### config.mk
export PLATFORM = sky130hd
export DESIGN_NAME = pair_cracker
export DESIGN_NICKNAME = d
export VERILOG_FILES = /design/src/rtl/pair_cracker_pkg.sv /design/src/rtl/pair_cracker_ctrl.sv /design/src/rtl/pair_cracker_dp.sv /design/src/rtl/pair_cracker.sv
export SDC_FILE = /design/constraint.sdc
export NUM_CORES = 1
export LEC_CHECK = 0
export BUFFER_PORTS_ARGS = -buffer_cell sky130_fd_sc_hd__buf_2
export CORE_ASPECT_RATIO = 0.6
export CORE_MARGIN = 3
export CORE_UTILIZATION = 45
export CTS_BUF_LIST = sky130_fd_sc_hd__clkbuf_8
export CTS_CLUSTER_DIAMETER = 100
export DETAILED_ROUTE_END_ITERATION = 8
export HOLD_SLACK_MARGIN = 0.06
export MAX_ROUTING_LAYER = met4
export PLACE_DENSITY = 0.71
export SLEW_MARGIN = 10
export SYNTH_ARGS = -nofsm -noshare
export SYNTH_HDL_FRONTEND = slang
export SYNTH_SLANG_ARGS = --single-unit
### constraint.sdc
create_clock -name clk -period 2.75 [get_ports clk]
set_input_delay 0.1375 -clock clk [delete_from_list [all_inputs] [get_ports clk]]
set_output_delay 0.1375 -clock clk [all_outputs]
set_load 0.005 [all_outputs]
### src/rtl/pair_cracker_pkg.sv
package pair_cracker_pkg;
  localparam int STEP_W = 3;

  typedef enum logic [3:0] {
    OP_ADDR      = 4'd0,
    OP_LOAD      = 4'd1,
    OP_STORE     = 4'd2,
    OP_LOAD_LO   = 4'd3,
    OP_LOAD_HI   = 4'd4,
    OP_STORE_LO  = 4'd5,
    OP_STORE_HI  = 4'd6,
    OP_LOAD2_SX  = 4'd7,
    OP_LOAD2_ZX  = 4'd8,
    OP_STORE2    = 4'd9,
    OP_WB        = 4'd10
  } uop_e;

  localparam logic [1:0] MODE_PRE  = 2'd1;
  localparam logic [1:0] MODE_POST = 2'd2;

  typedef struct packed {
    logic              capture;
    logic              isLast;
    logic [STEP_W-1:0] step;
  } ctl_s;
endpackage

### src/rtl/pair_cracker_ctrl.sv
module pair_cracker_ctrl
  import pair_cracker_pkg::*;
(
  input  logic       clk,
  input  logic       rstN,
  input  logic       inValid,
  input  logic [4:0] inSize,
  input  logic [1:0] inMode,
  input  logic       outReady,
  output logic       inReady,
  output logic       outValid,
  output logic       sizeErr,
  output ctl_s       ctl
);
  logic              busy;
  logic [STEP_W-1:0] stepQ;
  logic [STEP_W-1:0] lastIdxQ;
  logic              badSize;
  logic              wantWb;
  logic              acceptOk;

  assign badSize  = !(inSize == 5'd4 || inSize == 5'd8 || inSize == 5'd16);
  assign wantWb   = (inMode == MODE_PRE) || (inMode == MODE_POST);
  assign acceptOk = inValid && !busy && !badSize;

  always_ff @(posedge clk) begin
    if (!rstN) begin
      busy     <= 1'b0;
      stepQ    <= '0;
      lastIdxQ <= '0;
      sizeErr  <= 1'b0;
    end else begin
      sizeErr <= inValid && !busy && badSize;
      if (!busy) begin
        if (acceptOk) begin
          busy     <= 1'b1;
          stepQ    <= '0;
          lastIdxQ <= STEP_W'(inSize[4:2]) + STEP_W'(wantWb);
        end
      end else if (outReady) begin
        if (stepQ == lastIdxQ) busy <= 1'b0;
        else                   stepQ <= stepQ + 1'b1;
      end
    end
  end

  assign inReady     = !busy;
  assign outValid    = busy;
  assign ctl.capture = acceptOk;
  assign ctl.step    = stepQ;
  assign ctl.isLast  = (stepQ == lastIdxQ);
endmodule

### src/rtl/pair_cracker_dp.sv
module pair_cracker_dp
  import pair_cracker_pkg::*;
#(
  parameter int REG_W = 5,
  parameter int IMM_W = 12,
  parameter int OFF_W = 8
) (
  input  logic                    clk,
  input  logic                    rstN,
  input  ctl_s                    ctl,
  input  logic [4:0]              inSize,
  input  logic                    inFp,
  input  logic                    inLoad,
  input  logic                    inSignExt,
  input  logic [1:0]              inMode,
  input  logic signed [IMM_W-1:0] inImm,
  input  logic [REG_W-1:0]        inBase,
  input  logic [REG_W-1:0]        inRegA,
  input  logic [REG_W-1:0]        inRegB,
  output logic [3:0]              outOp,
  output logic [REG_W-1:0]        outRegA,
  output logic [REG_W-1:0]        outRegB,
  output logic [OFF_W-1:0]        outOffset,
  output logic signed [IMM_W-1:0] outImm,
  output logic                    outFp,
  output logic                    outBaseSp,
  output logic                    outLast,
  output logic                    outDelayed
);
  localparam logic [REG_W-1:0] SP_IDX   = {REG_W{1'b1}};
  localparam int               HALF_OFF = 16;
  localparam int               WORD_OFF = 8;

  logic [2:0]              nMemQ;
  logic                    fpQ, loadQ, sextQ, postQ;
  logic signed [IMM_W-1:0] immQ;
  logic [REG_W-1:0]        baseQ, regAQ, regBQ;
  logic [STEP_W-1:0]       memIdx;
  uop_e                    op;

  always_ff @(posedge clk) begin
    if (!rstN) begin
      nMemQ <= '0; fpQ <= 1'b0; loadQ <= 1'b0; sextQ <= 1'b0; postQ <= 1'b0;
      immQ <= '0; baseQ <= '0; regAQ <= '0; regBQ <= '0;
    end else if (ctl.capture) begin
      nMemQ <= inSize[4:2];
      fpQ   <= inFp;
      loadQ <= inLoad;
      sextQ <= inSignExt;
      postQ <= (inMode == MODE_POST);
      immQ  <= inImm;
      baseQ <= inBase;
      regAQ <= inRegA;
      regBQ <= inRegB;
    end
  end

  assign memIdx = ctl.step - 1'b1;

  always_comb begin
    op        = OP_ADDR;
    outRegA   = baseQ;
    outRegB   = '0;
    outOffset = '0;
    outImm    = postQ ? '0 : immQ;
    outFp     = 1'b0;
    outBaseSp = (baseQ == SP_IDX);
    if (ctl.step != '0) begin
      if (memIdx < STEP_W'(nMemQ)) begin
        outImm    = '0;
        outFp     = fpQ;
        outBaseSp = 1'b0;
        case (nMemQ)
          3'd4: begin
            if (loadQ) op = memIdx[0] ? OP_LOAD_HI : OP_LOAD_LO;
            else       op = memIdx[0] ? OP_STORE_HI : OP_STORE_LO;
            outRegA   = memIdx[1] ? regBQ : regAQ;
            outOffset = memIdx[1] ? OFF_W'(HALF_OFF) : '0;
          end
          3'd2: begin
            op        = loadQ ? OP_LOAD : OP_STORE;
            outRegA   = memIdx[0] ? regBQ : regAQ;
            outOffset = memIdx[0] ? OFF_W'(WORD_OFF) : '0;
          end
          default: begin
            if (!loadQ)            op = OP_STORE2;
            else if (sextQ && !fpQ) op = OP_LOAD2_SX;
            else                   op = OP_LOAD2_ZX;
            outRegA = regAQ;
            outRegB = regBQ;
          end
        endcase
      end else begin
        op     = OP_WB;
        outImm = postQ ? immQ : '0;
      end
    end
  end

  assign outOp      = op;
  assign outLast    = ctl.isLast;
  assign outDelayed = !ctl.isLast;
endmodule

### src/rtl/pair_cracker.sv
module pair_cracker
  import pair_cracker_pkg::*;
#(
  parameter int REG_W = 5,
  parameter int IMM_W = 12,
  parameter int OFF_W = 8
) (
  input  logic                    clk,
  input  logic                    rstN,
  input  logic                    inValid,
  output logic                    inReady,
  input  logic [4:0]              inSize,
  input  logic                    inFp,
  input  logic                    inLoad,
  input  logic                    inSignExt,
  input  logic [1:0]              inMode,
  input  logic signed [IMM_W-1:0] inImm,
  input  logic [REG_W-1:0]        inBase,
  input  logic [REG_W-1:0]        inRegA,
  input  logic [REG_W-1:0]        inRegB,
  output logic                    outValid,
  input  logic                    outReady,
  output logic [3:0]              outOp,
  output logic [REG_W-1:0]        outRegA,
  output logic [REG_W-1:0]        outRegB,
  output logic [OFF_W-1:0]        outOffset,
  output logic signed [IMM_W-1:0] outImm,
  output logic                    outFp,
  output logic                    outBaseSp,
  output logic                    outLast,
  output logic                    outDelayed,
  output logic                    sizeErr
);
  ctl_s ctl;

  pair_cracker_ctrl u_ctrl (
    .clk(clk), .rstN(rstN), .inValid(inValid), .inSize(inSize),
    .inMode(inMode), .outReady(outReady), .inReady(inReady),
    .outValid(outValid), .sizeErr(sizeErr), .ctl(ctl)
  );

  pair_cracker_dp #(.REG_W(REG_W), .IMM_W(IMM_W), .OFF_W(OFF_W)) u_dp (
    .clk(clk), .rstN(rstN), .ctl(ctl), .inSize(inSize), .inFp(inFp),
    .inLoad(inLoad), .inSignExt(inSignExt), .inMode(inMode), .inImm(inImm),
    .inBase(inBase), .inRegA(inRegA), .inRegB(inRegB), .outOp(outOp),
    .outRegA(outRegA), .outRegB(outRegB), .outOffset(outOffset),
    .outImm(outImm), .outFp(outFp), .outBaseSp(outBaseSp),
    .outLast(outLast), .outDelayed(outDelayed)
  );
endmodule

# ---- Yosys cells after proc, flatten, opt, wreduce, memory -nomap -nowiden
# Cells that the tools add are included.
dict set report word_totals {
  input_bits 41
  out_inout_bits 41
  register_bits 42
  wordCells 83
}
dict set report classes {
  bitwise 1
  reduce_logical 16
  magnitude_cmp 1
  addsub 3
  n_mux 38
  eq_ne 11
}
# operator count
set ops {}
lappend ops {{2-to-1 mux 12 bit} 4}
lappend ops {{2-to-1 mux 5 bit} 8}
lappend ops {{2-to-1 mux 4 bit} 6}
lappend ops {{2-to-1 mux 8 bit} 2}
lappend ops {{one-hot mux 8 bit (2 select lines)} 1}
lappend ops {{2-to-1 mux 3 bit} 5}
lappend ops {{equality test 5 bit, second input constant} 2}
lappend ops {{one-hot mux 5 bit (2 select lines)} 1}
lappend ops {{2-to-1 mux 1 bit} 8}
lappend ops {{one-hot mux 4 bit (2 select lines)} 1}
lappend ops {{equality test 5 x 3 -> 1 bit, second input constant} 1}
lappend ops {{equality test 5 x 4 -> 1 bit, second input constant} 1}
lappend ops {{logical AND 1 bit} 4}
lappend ops {{logical NOT 1 bit} 4}
lappend ops {{2-to-1 mux 2 bit} 2}
lappend ops {{inequality test 2 bit, second input constant} 2}
lappend ops {{adder 3 x 1 -> 3 bit} 1}
lappend ops {{adder 3 x 1 -> 3 bit, second input constant} 1}
lappend ops {{equality test 3 x 2 -> 1 bit, second input constant} 1}
lappend ops {{equality test 3 bit} 1}
lappend ops {{equality test 3 bit, second input constant} 1}
lappend ops {{logical OR 1 bit} 3}
lappend ops {{less-than comparator 3 bit} 1}
lappend ops {{AND reduction 3 bit} 1}
lappend ops {{other kinds (8)} 8}

# ---- Depth between registers and ports, before layout
# Gate-level depths: netlist of the first run.
dict set report depth {
  ltp_word 7
  depth_mapped 9
  depth_no_buf 8
}

# ---- Cells and area by module
# Synthesis of the first run repeated with hierarchy kept, for this count alone.
dict set report unflattened {
  hier_cells 267
  area_unflattened_um2 2523.7
}
# module seq_area_each_um2 cells_per_inst instances area_per_inst_um2
set modules_own_cells {}
lappend modules_own_cells {pair_cracker_dp 680.7 219 1 2028.2}
lappend modules_own_cells {pair_cracker_ctrl 160.2 48 1 495.5}

# ---- Least setup slack after synthesis of the first run
# OpenSTA, ideal clock, no wires.
dict set report synth_path {
  path_type {register to output}
  startpoint {reg u_ctrl.stepQ[0]}
  endpoint {out outOp[0]}
  slack_ns 0.642
  required_ns 2.612
  path_stages_with_launch 9
  path_buffers 1
  arrival_time_ns 1.971
  path_cell_list {dfxtp_1 > inv_1 > ha_1 > xor2_1 > ha_1 > a21oi_1 > o211ai_1 > buf_2 > a311oi_1}
}
dict set report synth_via {
  elab_chain_cells 6
  word_cells_on_any_way 9
  classes_between {add/sub: 1; order compare: 1; mux: 6; reduce/logical: 1}
}
# item line_no
set synth_rtl {}
lappend synth_rtl {{start: declaration} pair_cracker_ctrl.sv:16} ;# logic [STEP_W-1:0] stepQ;
lappend synth_rtl {{start signal: assignment} pair_cracker_ctrl.sv:42} ;# else stepQ <= stepQ + 1'b1;
lappend synth_rtl {{subtractor 3 x 1 -> 3 bit} pair_cracker_dp.sv:58} ;# assign memIdx = ctl.step - 1'b1;
lappend synth_rtl {{2-to-1 mux 2 bit or 2-to-1 mux 3 bit (tied branches)} {pair_cracker_dp.sv:76, pair_cracker_dp.sv:75}}
lappend synth_rtl {{2-to-1 mux 4 bit} pair_cracker_dp.sv:75} ;# if (loadQ) op = memIdx[0] ? OP_LOAD_HI : OP_LOAD_LO;
lappend synth_rtl {{one-hot mux 4 bit (2 select lines)} pair_cracker_dp.sv:73} ;# case (nMemQ)
lappend synth_rtl {{2-to-1 mux 4 bit} pair_cracker_dp.sv:69} ;# if (memIdx < STEP_W'(nMemQ)) begin
lappend synth_rtl {{2-to-1 mux 4 bit *} pair_cracker_dp.sv:68} ;# if (ctl.step != '0) begin
lappend synth_rtl {{end: declaration} pair_cracker.sv:23} ;# output logic [3:0] outOp,
# Every way passes the cells marked *; elsewhere a longest branch is shown, timed or not.

# ---- Worst setup path after layout of the first run
dict set report layout_path {
  startpoint {reg u_ctrl.stepQ[0]}
  endpoint {out outRegA[4]}
}
dict set report layout_via {
  elab_chain_cells 5
  word_cells_on_any_way 8
  classes_between {add/sub: 1; order compare: 1; mux: 5; reduce/logical: 1}
}
# item line_no
set layout_rtl {}
lappend layout_rtl {{parallel branches: the longest is 4 deep, another holds subtractor 3 x 1 -> 3 bit} --}
lappend layout_rtl {{2-to-1 mux 5 bit *} pair_cracker_dp.sv:68}
lappend layout_rtl {{end: declaration} pair_cracker.sv:24} ;# output logic [REG_W-1:0] outRegA,
# Every way passes the cells marked *.

==> results.toml, run 1 <==
[cells_and_area]
fin_area_um2 = 2850
nets = 415
final_cell_mix = "81 x nand2_1, 75 x buf_2, 40 x dfxtp_1, 20 x a21boi_1, 18 x and2_1"
final_common_cell = "nand2_1"
area_growth_pct = 21.0
insertedDiodeCount = 0
drive_gt1_share_pct = 27.0

[sta]
setup_viol = 0
finalHoldViolCount = 0
drv_slew = 0
worst_slew_pin_slew_ps = 626
post-route-min-period_ps = 2560
maxSlewHeadroom_pct = 58.3
fmax_ghz = 0.390
fin_skew_ps = 5.07
min_period_over_period_pct = 93.2

[pwr]
pwr-share-comb_pct = 10.8
power_switching_mw = 0.293
p_seq_share_pct = 53.5
clockPowerShare_pct = 35.6
p_leak_nw = 1.27
power_mw = 1.18
swShare_pct = 24.9
intPower_mw = 0.884
power.density_nw_per_um2 = 413
peakVddDrop_mv = 0.247

[drt]
final_antenna_net_count = 0
wl_um = 5710
wl_per_cell_um = 13.3
route.vias.total = 2164
met2_length_um = 2220
drc = 0
wl_met3_um = 506
viasPerCell = 5.04
routed.top_layer = "met4"
dr.pass1.iters = 4
wl_met1_um = 2930
drt_iter0_markers = 111

[synthesis]
yosys-top-cells-area = "dfxtp_1 36%, nand2_1 13%, a21boi_1 6.4%, a21boi_0 5.1%, and2_1 4.8%"
yosysTopAreaCell = "dfxtp_1"
syn_inst = 295
ys_types = 39
synthFlopType = "dfxtp_1"
synth-seq-area-share_pct = 35.7
yosysWarningCount = 0
netlist_area_um2 = 2360
synth.ff_latch_count = 42
async_flop_share_pct = 0
synth_top_area_share_pct = 35.7
syn_area_per_cell_um2 = 7.99
synth_edf_count = 0

[worst_setup_path]
slowest_delay_ps = 390
reg2reg_to = "u_ctrl.outValid"
critical-path-top-delay-family = "adder cells"
crit_buf_inv = 3
worstPathRequired_ps = 2610
r2r_slack_ps = 790
startpoint = "u_ctrl.stepQ[0]"
worstRegToRegCells = 5
timing.rr.start = "u_ctrl.outValid"
arrival_ps = 2430
cp_max_fo = 12
crit_path_start_kind = "register"
end_kind = "output port"
slowest_stage = "dfxtp_4"
cp_cell_sequence = "inv_1, ha_1, xor2_1, ha_1, nand2_1, o211ai_1, buf_4, nand2_1, o21ai_0, buf_2"
worst-setup-path-type = "register to output port"

[placed_design]
place_area_um2 = 2720
port_buffers = 75
dp_hpwl_um = 4240
gp_congestion = 0.893

[clocking]
cts.htree.levels = 2
cts_tree = "built"
cts_hold_buf = 0
cts_made_buffers = 5
cts.sinks = 42
cts_buffer_depth = 2
clk_pin_slew_ps = 90
cts_root_buffer = "clkbuf_8"
insertion_delay_ps = 300

[floorplan]
rows = 19
ioPinCount = 82
core_um2 = 4800
die_y_um = 62.0
die_w_um = 99.4
initial_core_util_pct = 49.1
die-area_um2 = 6170

[global_route]
track_usage_pct = 20.3
grt_max_degree = 43
grt_antenna_before_repair = 0
grt_overflow = 0
grt_pass1_wl_um = 9580
grt_pass1_vias = 1959

[worst_hold_path]
holdPathEnd = "u_dp.immQ[10]"
hold_start = "inImm[10]"
hold_depth = 3
worstHoldPathType = "input port to register"

[outcome]
status = "complete, no violations"

[flow_run]
maxCapViolations = 0
worst register-to-register path, cell delays in order, from the launching register on:
cell and delay, ps:
dfxtp_1 410, nor4b_4 380, o211a_1 450, buf_4 360, o21ai_0 120, a31oi_1 170
per-layer routing:
metal	up-vias	GRT usage, %
li1	1111	-
met1	972	28.6
met2	74	29.1
met3	7	5.13
met4	0	5.25
met5	-	-
sequential cells by signal, indices dropped and copies added (netlist names):
| register | count |
|---|---|
| u_dp.fpQ | 1 |
| u_dp.postQ | 1 |
| u_ctrl.outValid | 1 |
| u_dp.sextQ | 1 |
| u_dp.loadQ | 1 |
| u_dp.nMemQ | 3 |
| u_ctrl.sizeErr | 1 |
| u_dp.regBQ | 5 |
| u_dp.regAQ | 5 |
| u_ctrl.lastIdxQ | 3 |
| u_ctrl.stepQ | 3 |
| u_dp.baseQ | 5 |
| u_dp.immQ | 12 |
Yosys cell counts (2+ instances only):
master	number
mux2i_1	5
buf_4	7
inv_1	9
a31oi_1	3
nor3b_1	2
ha_1	9
buf_6	4
o211ai_1	3
nand2_1	81
xnor2_1	5
nor4b_1	2
and3_1	3
nor2_1	6
nor2b_1	3
nand2b_1	4
dfxtp_1	42
a21boi_1	20
nand3_1	2
clkbuf_1	7
o21ai_0	11
and4_1	2
a21oi_1	7
and2_1	18
buf_2	6
a21boi_0	16
o211a_1	2
xor2_1	2
nand3b_1	3
worst max-delay path by stage:
stage                            end  cells after the start
after detailed placement   outImm[5]                      9
after global routing      outRegA[2]                     10
after floorplan             outOp[0]                      8
after global placement     outImm[8]                      9
final                     outRegA[4]                     10
after CTS                 outRegA[2]                      9
metrics by stage:
step	util, %	setup slack [ps]	std cells	TNS [ps]	hold WS, ps
2_1_floorplan	-	642	300	0	238
3_3_place_gp	56.6	214	420	0	373
3_5_place_dp	56.6	70.8	420	0	384
4_1_cts	58.9	102	428	0	62.7
5_1_grt	59.4	-2.55	429	-2.55	69.2
6_report	59.4	187	429	0	63.8
power by group through the flow:
| stage | clock, mW | combinational, mW | sequential (mW) |
|---|---|---|---|
| after floorplan | 0 | 0.0825 | 0.642 |
| after global placement | 0 | 0.125 | 0.645 |
| after detailed placement | 0 | 0.127 | 0.645 |
| after CTS | 0.427 | 0.128 | 0.631 |
| after global routing | 0.452 | 0.145 | 0.633 |
| final | 0.420 | 0.128 | 0.631 |
final cells by class:
cell class / count / area (um^2)
Clock buffer: 6 / 82.6
Clock inverter: 2 / 12.5
Fill cell: 465 / 1950
Inverter: 9 / 33.8
Multi-Input combinational cell: 225 / 1370
Sequential cell: 42 / 846
Tap cell: 63 / 78.8
Timing Repair Buffer: 82 / 428
logic make-up after synthesis:
group / after synthesis / share of synthesized area [%]
flops: 42 / 35.7
compound gates: 69 / 20.3
xor+xnor: 7 / 2.60
other cells: 1 / 0.159
mux: 5 / 2.12
fa+ha+maj: 9 / 4.78
buf+inv: 33 / 7.97
simple gates: 129 / 26.3
timing repair:
item / CTS / global route
resized for setup: 4 / 4
cloned: 0 / 0
pin swaps: 0 / 1
setup endpoints to repair: 17 / 12
setup buffers: 0 / 1
Note: power is estimated with default switching activity, not from simulation.
==> inputs of run 2 (changes only) <==
--- a/config.mk
+++ b/config.mk
@@ -5,6 +5,7 @@
 export SDC_FILE = /design/constraint.sdc
 export NUM_CORES = 1
 export LEC_CHECK = 0
+export ABC_AREA = 1
 export BUFFER_PORTS_ARGS = -buffer_cell sky130_fd_sc_hd__buf_2
 export CORE_ASPECT_RATIO = 0.6
 export CORE_MARGIN = 3
@@ -12,9 +13,11 @@
 export CTS_BUF_LIST = sky130_fd_sc_hd__clkbuf_8
 export CTS_CLUSTER_DIAMETER = 100
 export DETAILED_ROUTE_END_ITERATION = 8
+export GPL_TIMING_DRIVEN = 0
 export HOLD_SLACK_MARGIN = 0.06
 export MAX_ROUTING_LAYER = met4
-export PLACE_DENSITY = 0.71
+export PLACE_DENSITY = 0.72
+export RECOVER_POWER = 100
 export SLEW_MARGIN = 10
 export SYNTH_ARGS = -nofsm -noshare
 export SYNTH_HDL_FRONTEND = slang
==> results.toml, run 2 <==
[global_route]
grt_overflow = 0
grt_pass1_vias = 1990
grt_max_degree = 14
grt_antenna_before_repair = 0
track_usage_pct = 20.8
grt_pass1_wl_um = 9410

[sta]
fmax_ghz = 0.378
setup_viol = 0
worst_slew_pin_slew_ps = 601
min_period_over_period_pct = 96.2
finalHoldViolCount = 0
fin_skew_ps = 7.18
fin_ws_ps = 105
fin_hold_ws_ps = 75.1
drv_slew = 0
post-route-min-period_ps = 2650
maxSlewHeadroom_pct = 59.9
fin_setup_tns_ps = 0

[worst_hold_path]
worstHoldPathType = "input port to register"

[cells_and_area]
layoutNonFillerInstCount = 469
final_core_util_pct = 60.9
top_register = "u_dp.immQ"
area_growth_pct = 27.6
fin_area_um2 = 2850
largest_reg_flops = 12
insertedDiodeCount = 0
nets = 455
drive_gt1_share_pct = 24.1
final_cell_mix = "55 x buf_2, 46 x inv_1, 46 x nand2_1, 46 x a21oi_1, 41 x dfxtp_1"
final_common_cell = "buf_2"

[clocking]
insertion_delay_ps = 300
cts_made_buffers = 5
clk_pin_slew_ps = 90
cts.htree.levels = 2
cts_buffer_depth = 2
cts_root_buffer = "clkbuf_8"
cts.sinks = 42
cts_tree = "built"

[pwr]
p_leak_nw = 1.27
power.density_nw_per_um2 = 520
power_mw = 1.48
peakVddDrop_mv = 0.214

[synthesis]
yosysTopAreaCell = "dfxtp_1"
synthFlopType = "dfxtp_1"
synth-seq-area-share_pct = 37.6
synth-simple-area-share_pct = 19.0
syn_inst = 315
synth.ff_latch_count = 42
syn_area_per_cell_um2 = 7.10
netlist_area_um2 = 2240
synth_top_family_by_area = "compound AO/OA/AOI/OAI gates"
ys_types = 32
synth_top_area_share_pct = 37.6
async_flop_share_pct = 0
yosysWarningCount = 0
yosys-top-cells-area = "dfxtp_1 38%, a21oi_1 10%, o21ai_0 8.7%, inv_1 7.7%, nand2_1 7.6%"
synth_compound_area_share_pct = 21.9
synth_edf_count = 0
synth_commonest_cells = "46 x a21oi_1, 46 x inv_1, 45 x nand2_1, 42 x dfxtp_1, 39 x o21ai_0"
synth_mux_area_share_pct = 0
synth_fa_ha_area_share_pct = 5.04
synth_xor_xnor_area_share_pct = 1.57

[drt]
wl_per_cell_um = 12.5
final_antenna_net_count = 0
drc = 0
drt_iter0_markers = 150
dr.pass1.iters = 4
wl_um = 5870
route.vias.total = 2247
viasPerCell = 4.79

[floorplan]
die_y_um = 60.6
core_um2 = 4680
die_w_um = 97
ioPinCount = 82
rows = 19
initial_core_util_pct = 47.7
die-area_um2 = 5880

[worst_setup_path]
worst-setup-path-type = "register to output port"
arrival_ps = 2510
cp_max_fo = 7
end_kind = "output port"
worstPathRequired_ps = 2610
crit_path_start_kind = "register"

[flow_run]
maxCapViolations = 0

[placed_design]
dp_hpwl_um = 4530
dp.cells = 458
port_buffers = 75
pre_cts_slack_ps = 237
gp_congestion = 0.864
place_area_um2 = 2710

[outcome]
status = "complete, no violations"
==> run 2: cell count changes after synthesis, moves of 18 or more <==
cell	before	now
a21boi_1	20	0
a21oi_1	7	46
and2_1	18	0
inv_1	9	46
nand2_1	81	45
nor2_1	6	27
o21ai_0	11	39
==> run 2: report_power, final <==
part / total (mW) / leakage (nW) / internal, mW / switching, mW
registers: 0.641 / 0.342 / 0.630 / 0.0113
clock network: 0.609 / 0.0714 / 0.387 / 0.222
logic: 0.233 / 0.858 / 0.0988 / 0.134
total: 1.48 / 1.27 / 1.12 / 0.367
==> run 2: repair_timing <==
item                                    in CTS  in global routing
endpoints found under the setup margin      11                 19
endpoints found under the hold margin        0                  0
pin swaps                                    0                  0
resized for setup                            1                  9
setup buffers                                0                  2
gates cloned                                 0                  1
hold buffers                                 0                  0
==> run 2: kinds of logic (layout without fill, tap and decap cells) <==
kind of cell / count (synthesis) / in the layout
buffers and inverters: 70 / 156
other: 1 / 6
DFF: 42 / 42
adders and majority gates: 9 / 9
AOI/OAI and AO/OA: 94 / 94
and+or+nand+nor: 95 / 95
xor gates and xnor gates: 4 / 4
==> run 2: critical path, cell delays in order, from the launching register on <==
cell and delay, ps:
dfxtp_4 390, inv_1 100, ha_1 220, xor2_1 160, ha_1 330, a21oi_1 210
nand2_2 110, o21ai_2 100, nor2_2 60, a21oi_2 90, buf_4 160, buf_6 120
nor2_1 50, buf_2 120
==> run 2: layout make-up <==
| type | count | area (um^2) |
|---|---|---|
| Multi-Input combinational cell | 208 | 1080 |
| Inverter | 50 | 188 |
| Fill cell | 454 | 1830 |
| Timing Repair Buffer | 78 | 379 |
| Clock buffer | 6 | 82.6 |
| Tap cell | 63 | 78.8 |
| Clock inverter | 2 | 60.1 |
| Sequential cell | 42 | 845 |
| Buffer | 20 | 143 |
==> run 2: worst paths after layout <==
kind / startpoint / to / slack (ps) / cells past startpoint
worst max-delay path: u_ctrl.stepQ[0] / outImm[9] / 100 / 13
worst min-delay path: inRegB[2] / u_dp.regBQ[2] / 80 / 3
worst max register to register: u_ctrl.outValid / u_dp.sextQ / 1150 / 5
worst min register to register: u_dp.immQ[0] / u_dp.immQ[0] / 460 / 2
==> run 2: metal layers <==
layer / up-vias / routed length [um] / share of wire, % / track usage, %
met4: 0 / 64 / 1.1 / 4.20
met2: 79 / 2370 / 40 / 30.2
met1: 989 / 2960 / 50 / 29.7
li1: 1172 / - / - / -
met5: - / 0 / 0 / -
met3: 7 / 469 / 8.0 / 4.71
==> inputs of run 3 (changes only) <==
--- a/config.mk
+++ b/config.mk
@@ -7,12 +7,13 @@
 export LEC_CHECK = 0
 export ABC_AREA = 1
 export BUFFER_PORTS_ARGS = -buffer_cell sky130_fd_sc_hd__buf_2
-export CORE_ASPECT_RATIO = 0.6
+export CORE_ASPECT_RATIO = 0.9
 export CORE_MARGIN = 3
 export CORE_UTILIZATION = 45
 export CTS_BUF_LIST = sky130_fd_sc_hd__clkbuf_8
 export CTS_CLUSTER_DIAMETER = 100
 export DETAILED_ROUTE_END_ITERATION = 8
+export GPL_ROUTABILITY_DRIVEN = 0
 export GPL_TIMING_DRIVEN = 0
 export HOLD_SLACK_MARGIN = 0.06
 export MAX_ROUTING_LAYER = met4
==> constraint.sdc (replaced) <==
create_clock -name clk -period 2.75 [get_ports clk]
set_input_delay 0.1375 -clock clk [delete_from_list [all_inputs] [get_ports clk]]
set_output_delay 0.1375 -clock clk [all_outputs]
set_load 0.05 [all_outputs]
==> results.toml, run 3 (synthesized netlist as in run 2, its figures left out) <==
[outcome]
status = "complete, no violations"

[flow_run]
maxCapViolations = 0

[drt]
wl_um = 6210
drc = 0
route.vias.total = 2333
dr.pass1.iters = 4
drt_iter0_markers = 146
final_antenna_net_count = 0
wl_per_cell_um = 13.2
viasPerCell = 4.95

[pwr]
power_mw = 1.60
peakVddDrop_mv = 0.296
swShare_pct = 29.5
pwr-share-comb_pct = 21.5
clockPowerShare_pct = 38.5
power.density_nw_per_um2 = 539
p_seq_share_pct = 40.0
intPower_mw = 1.13
power_switching_mw = 0.473
p_leak_nw = 1.36

[global_route]
track_usage_pct = 21.7
grt_overflow = 0
grt_max_degree = 14
grt_pass1_wl_um = 9620
grt_antenna_before_repair = 0
grt_pass1_vias = 2036

[sta]
fin_skew_ps = 4.01
setup_viol = 0
post-route-min-period_ps = 2680
fmax_ghz = 0.373
finalHoldViolCount = 0
min_period_over_period_pct = 97.6
worst_slew_pin_slew_ps = 597
fin_hold_ws_ps = 80.4
maxSlewHeadroom_pct = 60.4
drv_slew = 0

[cells_and_area]
seq_area_um2 = 845
drive_gt1_share_pct = 29.1
top_register = "u_dp.immQ"
multiInputGateArea_um2 = 1090
layoutNonFillerInstCount = 471
insertedDiodeCount = 0
final_core_util_pct = 64.1
final_common_cell = "buf_2"
final_cell_mix = "54 x buf_2, 45 x inv_1, 45 x nand2_1, 45 x a21oi_1, 41 x dfxtp_1"
nets = 458
largest_reg_flops = 12
fillers = 447
area_growth_pct = 32.9

[placed_design]
dp_hpwl_um = 4360
port_buffers = 75
dp.cells = 457

[floorplan]
ioPinCount = 82
die-area_um2 = 5850
die_y_um = 72.9
rows = 23
core_um2 = 4630
initial_core_util_pct = 48.3
die_w_um = 80.3

[clocking]
cts_made_buffers = 5
clk_pin_slew_ps = 80
cts_buffer_depth = 2
cts.sinks = 42
insertion_delay_ps = 300
cts_root_buffer = "clkbuf_8"
cts.htree.levels = 2
cts_tree = "built"
cts_hold_buf = 0

[worst_hold_path]
worstHoldPathType = "input port to register"

[worst_setup_path]
worstPathRequired_ps = 2610
slowest_stage = "dfxtp_4"
crit_path_start_kind = "register"
cp_max_fo = 5
cp_cell_sequence = "clkinvlp_4, ha_1, xor2_1, ha_1, a21oi_2, nand2_2, o21ai_2, nor2_1, a21oi_2, buf_6, nor2_1, buf_4"
end_kind = "output port"
arrival_ps = 2550
slowest_delay_ps = 380
worst-setup-path-type = "register to output port"
[run 3: changes by cell type in the layout (fill, tap and decap cells not counted), moves of 2 or more]
cell      before  now
clkbuf_4       0    2
buf_6          7   14
buf_4          8   17
clkbuf_1      25   12
[run 3: area by class of cell]
| type | count | area share [%] |
|---|---|---|
| Timing Repair Buffer | 81 | 16.9 |
| Inverter | 50 | 6.44 |
| Clock buffer | 6 | 2.78 |
| Sequential cell | 42 | 28.4 |
| Clock inverter | 2 | 2.02 |
| Multi-Input combinational cell | 208 | 36.7 |
| Tap cell | 62 | 2.61 |
| Buffer | 20 | 4.13 |
[run 3: what timing repair did]
item	in CTS	in global routing
gates resized for setup	9	44
endpoints found under the setup margin	28	26
buffers inserted	1	4
gates cloned	0	1
pin swaps	0	4
[run 3: per-stage QoR]
step / area, um^2 / TNS, ps / setup slack (ps)
6_report: 2970 / 0 / 66.7
5_1_grt: 2970 / -191 / -39.2
4_1_cts: 2890 / 0 / 0.520
3_5_place_dp: 2710 / 0 / 44.6
3_3_place_gp: 2710 / 0 / 131
2_1_floorplan: 2250 / -175 / -87.3
[run 3: power by group through the flow]
stage	clock [mW]	combinational [mW]	sequential [mW]
after floorplan	0	0.224	0.659
after global placement	0	0.310	0.656
after detailed placement	0	0.315	0.656
after CTS	0.621	0.325	0.641
after global routing	0.644	0.374	0.644
final	0.617	0.345	0.641
[run 3: worst paths after layout]
kind                                      start       endpoint  slack [ps]  cells after the start
worst min register to register    u_dp.regAQ[4]  u_dp.regAQ[4]         450                      2
worst min-delay path                  inRegB[2]  u_dp.regBQ[2]          80                      3
worst max-delay path            u_ctrl.stepQ[0]     outImm[10]          70                     12
worst max register to register  u_ctrl.outValid   u_dp.immQ[8]         930                      5
[run 3: routing by layer]
metal | GRT usage (%) | share of wire [%] | up-vias
met5 | - | 0 | -
met4 | 6.75 | 1.2 | 0
met3 | 4.32 | 7.5 | 6
met2 | 33.2 | 46 | 86
met1 | 28.9 | 45 | 1060
li1 | - | - | 1181
[run 3: worst max-delay path, delay by kind of cell (launching register included)]
| kind | cells | cell delay (ps) |
|---|---|---|
| AOI/OAI and AO/OA | 3 | 510 |
| adders and majority gates | 2 | 530 |
| buffers and inverters | 3 | 480 |
| xor gates and xnor gates | 1 | 150 |
| and+or+nand+nor | 3 | 200 |
| DFF | 1 | 380 |
